$ cat config.mk
export PLATFORM = sky130hd
export DESIGN_NAME = fifo_stat_timer
export DESIGN_NICKNAME = d
export VERILOG_FILES = /design/src/rtl/fst_pkg.sv /design/src/rtl/fst_deadline.sv /design/src/rtl/fst_flag_reg.sv /design/src/rtl/fifo_stat_timer.sv
export SDC_FILE = /design/constraint.sdc
export NUM_CORES = 1
export LEC_CHECK = 0
export BUFFER_PORTS_ARGS = -buffer_cell sky130_fd_sc_hd__buf_2
export CAP_MARGIN = 40
export CELL_PAD_IN_SITES_DETAIL_PLACEMENT = 0
export CELL_PAD_IN_SITES_GLOBAL_PLACEMENT = 2
export CORE_MARGIN = 3
export CORE_UTILIZATION = 38
export CTS_CLUSTER_SIZE = 28
export DETAILED_ROUTE_END_ITERATION = 7
export PLACE_DENSITY = 0.93
export SETUP_SLACK_MARGIN = 0.5
export SLEW_MARGIN = 10
export SYNTH_ARGS = -nofsm -noshare
export SYNTH_HDL_FRONTEND = slang
export SYNTH_SLANG_ARGS = --single-unit
$ cat constraint.sdc
create_clock -name clk -period 5.9 [get_ports clk]
set_clock_uncertainty 0.2 [all_clocks]
set_input_delay 0.295 -clock clk [delete_from_list [all_inputs] [get_ports clk]]
set_output_delay 0.295 -clock clk [all_outputs]
set_load 0.02 [all_outputs]
$ cat src/rtl/fst_pkg.sv
package fst_pkg;

  // Flag edge events produced by the deadline counters in one cycle.
  typedef struct packed {
    logic acc_off;
    logic xfer_on;
    logic xfer_off;
    logic done_on;
    logic done_off;
  } fst_evt_t;

endpackage

$ cat src/rtl/fst_deadline.sv
// One deadline: a down-counter with a separate valid bit. It fires on the
// tick that takes it from 1 to expiry. A write loads an idle deadline with
// base. For an extending deadline (EXTEND=1) a write on a pending deadline
// adds STEP, saturating; otherwise the pending value is kept.
module fst_deadline #(
  parameter int CNT_W  = 16,
  parameter bit EXTEND = 1'b0,
  parameter int STEP   = 60
) (
  input  logic             clk,
  input  logic             rst,
  input  logic             tick,
  input  logic             wr,
  input  logic [CNT_W-1:0] base,
  output logic             fire,
  output logic [CNT_W-1:0] cnt_nxt
);

  localparam logic [CNT_W:0] STEP_EXT = (CNT_W+1)'(STEP);

  logic             vld_q;
  logic [CNT_W-1:0] cnt_q;
  logic             aged_vld;
  logic [CNT_W-1:0] aged_cnt;
  logic [CNT_W:0]   sum;
  logic [CNT_W-1:0] ext_cnt;
  logic             vld_nxt;

  always_comb begin
    fire     = vld_q && tick && (cnt_q == CNT_W'(1));
    aged_vld = vld_q && !fire;
    aged_cnt = (vld_q && tick && !fire) ? cnt_q - CNT_W'(1) : cnt_q;
    sum      = {1'b0, aged_cnt} + STEP_EXT;
    if (EXTEND)
      ext_cnt = sum[CNT_W] ? {CNT_W{1'b1}} : sum[CNT_W-1:0];
    else
      ext_cnt = aged_cnt;
    vld_nxt = aged_vld;
    cnt_nxt = aged_cnt;
    if (wr) begin
      vld_nxt = 1'b1;
      cnt_nxt = aged_vld ? ext_cnt : base;
    end
  end

  always_ff @(posedge clk) begin
    if (rst) begin
      vld_q <= 1'b0;
      cnt_q <= '0;
    end else begin
      vld_q <= vld_nxt;
      cnt_q <= cnt_nxt;
    end
  end

  AST_RESET_IDLE: assert property (@(posedge clk) disable iff (rst)
    $past(rst) |-> !vld_q);
  AST_COUNT_DOWN: assert property (@(posedge clk) disable iff (rst)
    vld_q && tick && cnt_q > CNT_W'(1) && !wr |=> vld_q && cnt_q == $past(cnt_q) - CNT_W'(1));
  AST_FREEZE: assert property (@(posedge clk) disable iff (rst)
    vld_q && !tick && !wr |=> vld_q && $stable(cnt_q));

  generate
    if (EXTEND) begin : g_ext_chk
      AST_EXTEND_GROWS: assert property (@(posedge clk) disable iff (rst)
        vld_q && !fire && wr |=> vld_q && cnt_q >= $past(cnt_q));
    end else begin : g_rise_chk
      AST_RISE_FIXED: assert property (@(posedge clk) disable iff (rst)
        vld_q && tick && cnt_q > CNT_W'(1) && wr |=> vld_q && cnt_q == $past(cnt_q) - CNT_W'(1));
    end
  endgenerate

endmodule

$ cat src/rtl/fst_flag_reg.sv
// Registered status word. Rise events are applied before fall events; a
// write sets the accept flag after its fall event is applied.
module fst_flag_reg
  import fst_pkg::*;
#(
  parameter int STAT_W   = 8,
  parameter int ACC_BIT  = 5,
  parameter int XFER_BIT = 4,
  parameter int DONE_BIT = 0
) (
  input  logic              clk,
  input  logic              rst,
  input  logic              wr,
  input  fst_evt_t          evt,
  output logic [STAT_W-1:0] status_q
);

  logic [STAT_W-1:0] status_n;
  logic acc_n, xfer_n, done_n;

  always_comb begin
    acc_n = status_q[ACC_BIT];
    if (evt.acc_off) acc_n = 1'b0;
    if (wr)          acc_n = 1'b1;
    xfer_n = status_q[XFER_BIT];
    if (evt.xfer_on)  xfer_n = 1'b1;
    if (evt.xfer_off) xfer_n = 1'b0;
    done_n = status_q[DONE_BIT];
    if (evt.done_on)  done_n = 1'b1;
    if (evt.done_off) done_n = 1'b0;
    status_n           = '0;
    status_n[ACC_BIT]  = acc_n;
    status_n[XFER_BIT] = xfer_n;
    status_n[DONE_BIT] = done_n;
  end

  always_ff @(posedge clk) begin
    if (rst) status_q <= '0;
    else     status_q <= status_n;
  end

  AST_WR_SETS_ACC: assert property (@(posedge clk) disable iff (rst)
    wr |=> status_q[ACC_BIT]);
  AST_ACC_FALL_SRC: assert property (@(posedge clk) disable iff (rst)
    $fell(status_q[ACC_BIT]) |-> $past(evt.acc_off) && !$past(wr));
  AST_XFER_RISE_SRC: assert property (@(posedge clk) disable iff (rst)
    $rose(status_q[XFER_BIT]) |-> $past(evt.xfer_on));
  AST_DONE_RISE_SRC: assert property (@(posedge clk) disable iff (rst)
    $rose(status_q[DONE_BIT]) |-> $past(evt.done_on));

endmodule

$ cat src/rtl/fifo_stat_timer.sv
module fifo_stat_timer
  import fst_pkg::*;
#(
  parameter int STAT_W        = 8,
  parameter int ACC_BIT       = 5,
  parameter int XFER_BIT      = 4,
  parameter int DONE_BIT      = 0,
  parameter int CNT_W         = 16,
  parameter int ACC_TICKS     = 60,
  parameter int XFER_ON_TICKS = 60,
  parameter int XFER_TICKS    = 160,
  parameter int DONE_ON_TICKS = 120,
  parameter int DONE_TICKS    = 420
) (
  input  logic              clk,
  input  logic              rst,
  input  logic              tick,
  input  logic              wr,
  output logic [STAT_W-1:0] status
);

  localparam logic [CNT_W-1:0] ACC_BASE  = CNT_W'(ACC_TICKS);
  localparam logic [CNT_W-1:0] XON_BASE  = CNT_W'(XFER_ON_TICKS);
  localparam logic [CNT_W-1:0] DON_BASE  = CNT_W'(DONE_ON_TICKS);
  localparam logic [CNT_W:0]   XOFF_ADD  = (CNT_W+1)'(XFER_TICKS);
  localparam logic [CNT_W:0]   DOFF_ADD  = (CNT_W+1)'(DONE_TICKS);

  fst_evt_t         evt;
  logic [CNT_W-1:0] acc_off_nxt, xfer_on_nxt, xfer_off_nxt, done_on_nxt, done_off_nxt;
  logic [CNT_W-1:0] xfer_off_base, done_off_base;
  logic [CNT_W:0]   xoff_sum, doff_sum;

  // A fall deadline armed from idle is placed relative to its rise deadline.
  always_comb begin
    xoff_sum      = {1'b0, xfer_on_nxt} + XOFF_ADD;
    doff_sum      = {1'b0, done_on_nxt} + DOFF_ADD;
    xfer_off_base = xoff_sum[CNT_W] ? {CNT_W{1'b1}} : xoff_sum[CNT_W-1:0];
    done_off_base = doff_sum[CNT_W] ? {CNT_W{1'b1}} : doff_sum[CNT_W-1:0];
  end

  fst_deadline #(.CNT_W(CNT_W), .EXTEND(1'b1), .STEP(ACC_TICKS)) u_acc_off (
    .clk(clk), .rst(rst), .tick(tick), .wr(wr), .base(ACC_BASE),
    .fire(evt.acc_off), .cnt_nxt(acc_off_nxt));

  fst_deadline #(.CNT_W(CNT_W), .EXTEND(1'b0), .STEP(XFER_ON_TICKS)) u_xfer_on (
    .clk(clk), .rst(rst), .tick(tick), .wr(wr), .base(XON_BASE),
    .fire(evt.xfer_on), .cnt_nxt(xfer_on_nxt));

  fst_deadline #(.CNT_W(CNT_W), .EXTEND(1'b1), .STEP(XFER_TICKS)) u_xfer_off (
    .clk(clk), .rst(rst), .tick(tick), .wr(wr), .base(xfer_off_base),
    .fire(evt.xfer_off), .cnt_nxt(xfer_off_nxt));

  fst_deadline #(.CNT_W(CNT_W), .EXTEND(1'b0), .STEP(DONE_ON_TICKS)) u_done_on (
    .clk(clk), .rst(rst), .tick(tick), .wr(wr), .base(DON_BASE),
    .fire(evt.done_on), .cnt_nxt(done_on_nxt));

  fst_deadline #(.CNT_W(CNT_W), .EXTEND(1'b1), .STEP(DONE_TICKS)) u_done_off (
    .clk(clk), .rst(rst), .tick(tick), .wr(wr), .base(done_off_base),
    .fire(evt.done_off), .cnt_nxt(done_off_nxt));

  fst_flag_reg #(
    .STAT_W(STAT_W), .ACC_BIT(ACC_BIT), .XFER_BIT(XFER_BIT), .DONE_BIT(DONE_BIT)
  ) u_flags (
    .clk(clk), .rst(rst), .wr(wr), .evt(evt), .status_q(status));

  AST_XFER_ORDER: assert property (@(posedge clk) disable iff (rst)
    wr |-> xfer_off_nxt > xfer_on_nxt);
  AST_DONE_ORDER: assert property (@(posedge clk) disable iff (rst)
    wr |-> done_off_nxt > done_on_nxt);
  AST_ACC_ARMED: assert property (@(posedge clk) disable iff (rst)
    wr |-> acc_off_nxt >= ACC_BASE);

endmodule

==> impl_summary.md <==
STA
In the finished design, the share of the clock period the worst path needs comes to 82.7%. The number of endpoints with negative hold slack in the final report was 0. After layout, the minimum clock period comes to 4.88 ns. The slew at the pin closest to its max-slew limit is 0.801 ns.

The final setup violation count is 0. The final setup TNS is 0 ns. Measured against its own limit, the worst slew margin works out to 46.4%. The maximum operating frequency is between 200 and 250 MHz.

The number of max-slew violations in the final report is 0. Final hold analysis gives a worst-case slack of 0.124 ns. Setup repair after global routing left no endpoint under its margin.

Cells and area
The area growth from synthesis to layout is 6.26%. At the end of the flow the core is filled with cells to 41.6%. In the final design database the tool counted 958 nets. In the layout the commonest cells are sky130_fd_sc_hd__nor2_1, sky130_fd_sc_hd__dfxtp_1, sky130_fd_sc_hd__nand2_1, sky130_fd_sc_hd__xnor2_1, sky130_fd_sc_hd__a21oi_1.

Leaving out fill and tap cells, the most frequent cell in the layout is sky130_fd_sc_hd__nor2_1. The fraction of layout instances using a drive strength above 1 is 8.17%. The final cell count without fillers is 1172.

The number of antenna diodes in the final layout is 0. The count of fill cells added during filler insertion is 1886.

Synthesis
Summing every instance area after synthesis gives 0.00713 sq mm. The cell taking the most area after synthesis is sky130_fd_sc_hd__dfxtp_1. The main flop type after synthesis is sky130_fd_sc_hd__dfxtp_1. The post-synthesis register bit count is 88. Sequential elements use 24.7% of the synthesized area.

Yosys mapped a number of flops with a built-in enable equal to 0. The count of distinct cell types in the synthesized netlist is 80. The yosys synthesis warning count is 0.

The average cell area after synthesis is ~7.4 sq um. In the synthesized netlist the async set-or-reset flop fraction comes to 0%. Synthesis handed over a netlist of 960 instances.

Summed over its instances, the top area cell type makes up 24.7% of the synthesized netlist area. After synthesis, the cell types taking the most area are sky130_fd_sc_hd__dfxtp_1, sky130_fd_sc_hd__nor2_1, sky130_fd_sc_hd__xnor2_1, sky130_fd_sc_hd__a21oi_1, sky130_fd_sc_hd__xor2_1.

Clocking
The clock latency on the worst-skew pair is 0.35 ns. TritonCTS built the clock tree. Clock tree synthesis found a total of 88 sinks. The clock transition at the registers of the reported paths is 0.07 ns. In this run, post-CTS hold repair placed 0 buffers. The number of CTS-inserted buffers is 9. The count of instances resized after the clock tree is built is 0. Clock tree synthesis selected as its root buffer the cell sky130_fd_sc_hd__clkbuf_16. The buffer depth of the longest clock path is 2.

The number of buffers added for setup after CTS is 0. The H-tree depth reported by CTS is 3.

Power
The power per cell area is 233 mW/mm^2. Power comes to 1.76 mW. The peak supply drop is 166 uV. The static leakage is 2.72 nW.

Detailed routing
The remaining antenna violation count is 0. The pre-antenna-repair detailed-routing pass consisted of 7 iterations. For this block, the routed nets add up to 19100 um of wire. The post-detailed-route wirelength per cell is around 16 um. Dividing the detail-routed via count by the number of cells gives 5.79. In this run, the number of DRC markers left after iteration 0 of detailed routing was around 340. Summing over every cut layer, the via total after detailed routing is 6781. After detailed routing, the number of remaining DRC violations is 0.

Die
After floorplanning, the core was divided into ~50 placement rows. The horizontal die dimension is 143 um. The overall die height is approximately 140 um. The top-level port count is 12. The total area inside the core boundary comes to ~0.018 sq mm. For this configuration, the core starts out at a cell density of 39.2%. The total die area is between 0.02 and 0.025 sq mm.

Critical path
The critical path buffer and inverter count is 0. On the worst path, the slowest cell contributes a delay of 0.71 ns. The category of the worst setup path launch point is a register. Counting stages on the worst path, the most repeated cell is sky130_fd_sc_hd__or4_1.

The cell at the slowest stage of the critical path is sky130_fd_sc_hd__or4_1. The required time at the endpoint of the critical path is 5.91 ns. The startpoint identified for the worst register-to-register timing path is u_done_on.cnt_q[5]. The kind of capture point of the worst setup path is a register.

For the worst setup path, the data arrival time is 4.89 ns. In this design, the largest share of critical-path delay is due to simple AND/OR/NAND/NOR gates. The category of the most critical setup path is reg -> reg. The setup check on the worst reg-to-reg path leaves a slack of 1.02 ns. Traced cell by cell, the critical path runs through or4_1, or4_1, nand3_1, xnor2_1, nand2_1, ha_1, a21oi_1, o22ai_1, o31a_1, nor4_1, or3_1, nand3_2, o21ba_2, a211oi_1. Of all nets on the critical path, the largest fanout is 12.

The start point of the critical path is u_done_on.cnt_q[5].

GRT
Global routing used 18.9% of the available tracks across all layers. The initial antenna violation count came to 0. The via count of the first global-routing pass came to 6190. Entering global routing, the biggest net connects 57 pins. Summed over all layers, the global routing overflow is 0. The global-route wire length before repair is 31800 um.

Flow run
The number of max-cap violations is 0.

Placed design
Buffers placed on the I/O ports in this run total 6. Once detailed placement completed, the half-perimeter wirelength came to 14100 um. Counting tap cells, the placed design contains a total of around 1200 instances. The global placer's final weighted congestion is 0.891.

Worst hold path
The worst hold path begins at wr. The worst hold path class is in -> reg.

Status
The flow ran to the end, and the final reports show no timing, DRC or antenna violations.
==> registers in the layout, indices dropped and copies added (netlist names) <==
| name | cells |
|---|---|
| u_acc_off.vld_q | 1 |
| u_acc_off.cnt_q | 16 |
| u_done_on.vld_q | 1 |
| u_xfer_off.vld_q | 1 |
| u_xfer_on.vld_q | 1 |
| u_done_off.vld_q | 1 |
| u_flags.status_q | 3 |
| u_done_on.cnt_q | 16 |
| u_done_off.cnt_q | 16 |
| u_xfer_off.cnt_q | 16 |
| u_xfer_on.cnt_q | 16 |
==> metrics by stage <==
step	instance area, sq um	setup slack [ns]
global route	7580	0.719
global placement	7280	1.12
finish	7580	1.02
detailed placement	7290	1.10
CTS	7580	1.08
floorplan	7150	1.70
==> worst min-delay path, cell delays in order <==
cell and delay (ns):
sky130_fd_sc_hd__buf_2 0.17, sky130_fd_sc_hd__nor2_1 0.12, sky130_fd_sc_hd__nor2_1 0.04
==> layer usage <==
metal	up-vias	track usage (%)	part of all wire, %
met1	3137	27.5	51
met4	0	5.40	1.7
li1	3474	-	-
met5	-	0	0
met2	149	29.3	43
met3	21	2.65	3.8
==> kinds of logic after synthesis <==
| family | after synthesis | share of synthesized area (%) |
|---|---|---|
| compound gates | 221 | 21.7 |
| flops | 88 | 24.7 |
| simple gates | 460 | 33.8 |
| buf+inv | 77 | 4.67 |
| fa+ha+maj | 16 | 2.81 |
| xor+xnor | 79 | 9.70 |
| mux | 18 | 2.58 |
| other cells | 1 | 0.0526 |
==> power breakdown <==
group | internal [mW] | total [mW] | leakage (nW) | switching (mW)
Sequential | 0.637 | 0.701 | 0.723 | 0.0644
Combinational | 0.189 | 0.497 | 1.86 | 0.307
Clock | 0.303 | 0.567 | 0.141 | 0.264
==> layout make-up <==
cell class | instances | area (sq um) | share of cell area [%]
Clock buffer | 10 | 239 | 3.15
Clock inverter | 6 | 53.8 | 0.710
Inverter | 26 | 97.6 | 1.29
Multi-Input combinational cell | 799 | 5050 | 66.7
Sequential cell | 88 | 1760 | 23.2
Tap cell | 229 | 287 | 3.78
Timing Repair Buffer | 14 | 87.6 | 1.16
==> worst paths after layout <==
kind / end / depth (start not counted)
max: u_done_off.cnt_q[1] / 14
min: u_xfer_on.vld_q / 3
max reg2reg: u_done_off.cnt_q[1] / 14
min reg2reg: u_flags.status_q[5] / 2
==> cell usage after synthesis (6+ instances only) <==
cell / instances
sky130_fd_sc_hd__a21o_1: 8
sky130_fd_sc_hd__nor2_1: 140
sky130_fd_sc_hd__buf_4: 6
sky130_fd_sc_hd__o211ai_1: 6
sky130_fd_sc_hd__o31ai_1: 10
sky130_fd_sc_hd__mux2i_1: 15
sky130_fd_sc_hd__a2111oi_2: 6
sky130_fd_sc_hd__buf_2: 11
sky130_fd_sc_hd__and3_1: 11
sky130_fd_sc_hd__a221oi_1: 9
sky130_fd_sc_hd__a31oi_1: 11
sky130_fd_sc_hd__dfxtp_1: 88
sky130_fd_sc_hd__nand2b_1: 13
sky130_fd_sc_hd__ha_1: 16
sky130_fd_sc_hd__inv_1: 25
sky130_fd_sc_hd__clkbuf_1: 33
sky130_fd_sc_hd__nand4_1: 11
sky130_fd_sc_hd__or4_1: 13
sky130_fd_sc_hd__and2_1: 13
sky130_fd_sc_hd__xor2_1: 28
sky130_fd_sc_hd__a211oi_1: 16
sky130_fd_sc_hd__o21ai_0: 42
sky130_fd_sc_hd__nor4_1: 28
sky130_fd_sc_hd__nand3_1: 39
sky130_fd_sc_hd__a21oi_1: 49
sky130_fd_sc_hd__nor2b_1: 12
sky130_fd_sc_hd__or3_1: 18
sky130_fd_sc_hd__o22ai_1: 8
sky130_fd_sc_hd__nor3b_1: 7
sky130_fd_sc_hd__or2_2: 13
sky130_fd_sc_hd__nand2_1: 61
sky130_fd_sc_hd__nor3_1: 42
sky130_fd_sc_hd__xnor2_1: 51
No activity file was read; power rests on OpenSTA's default activity.
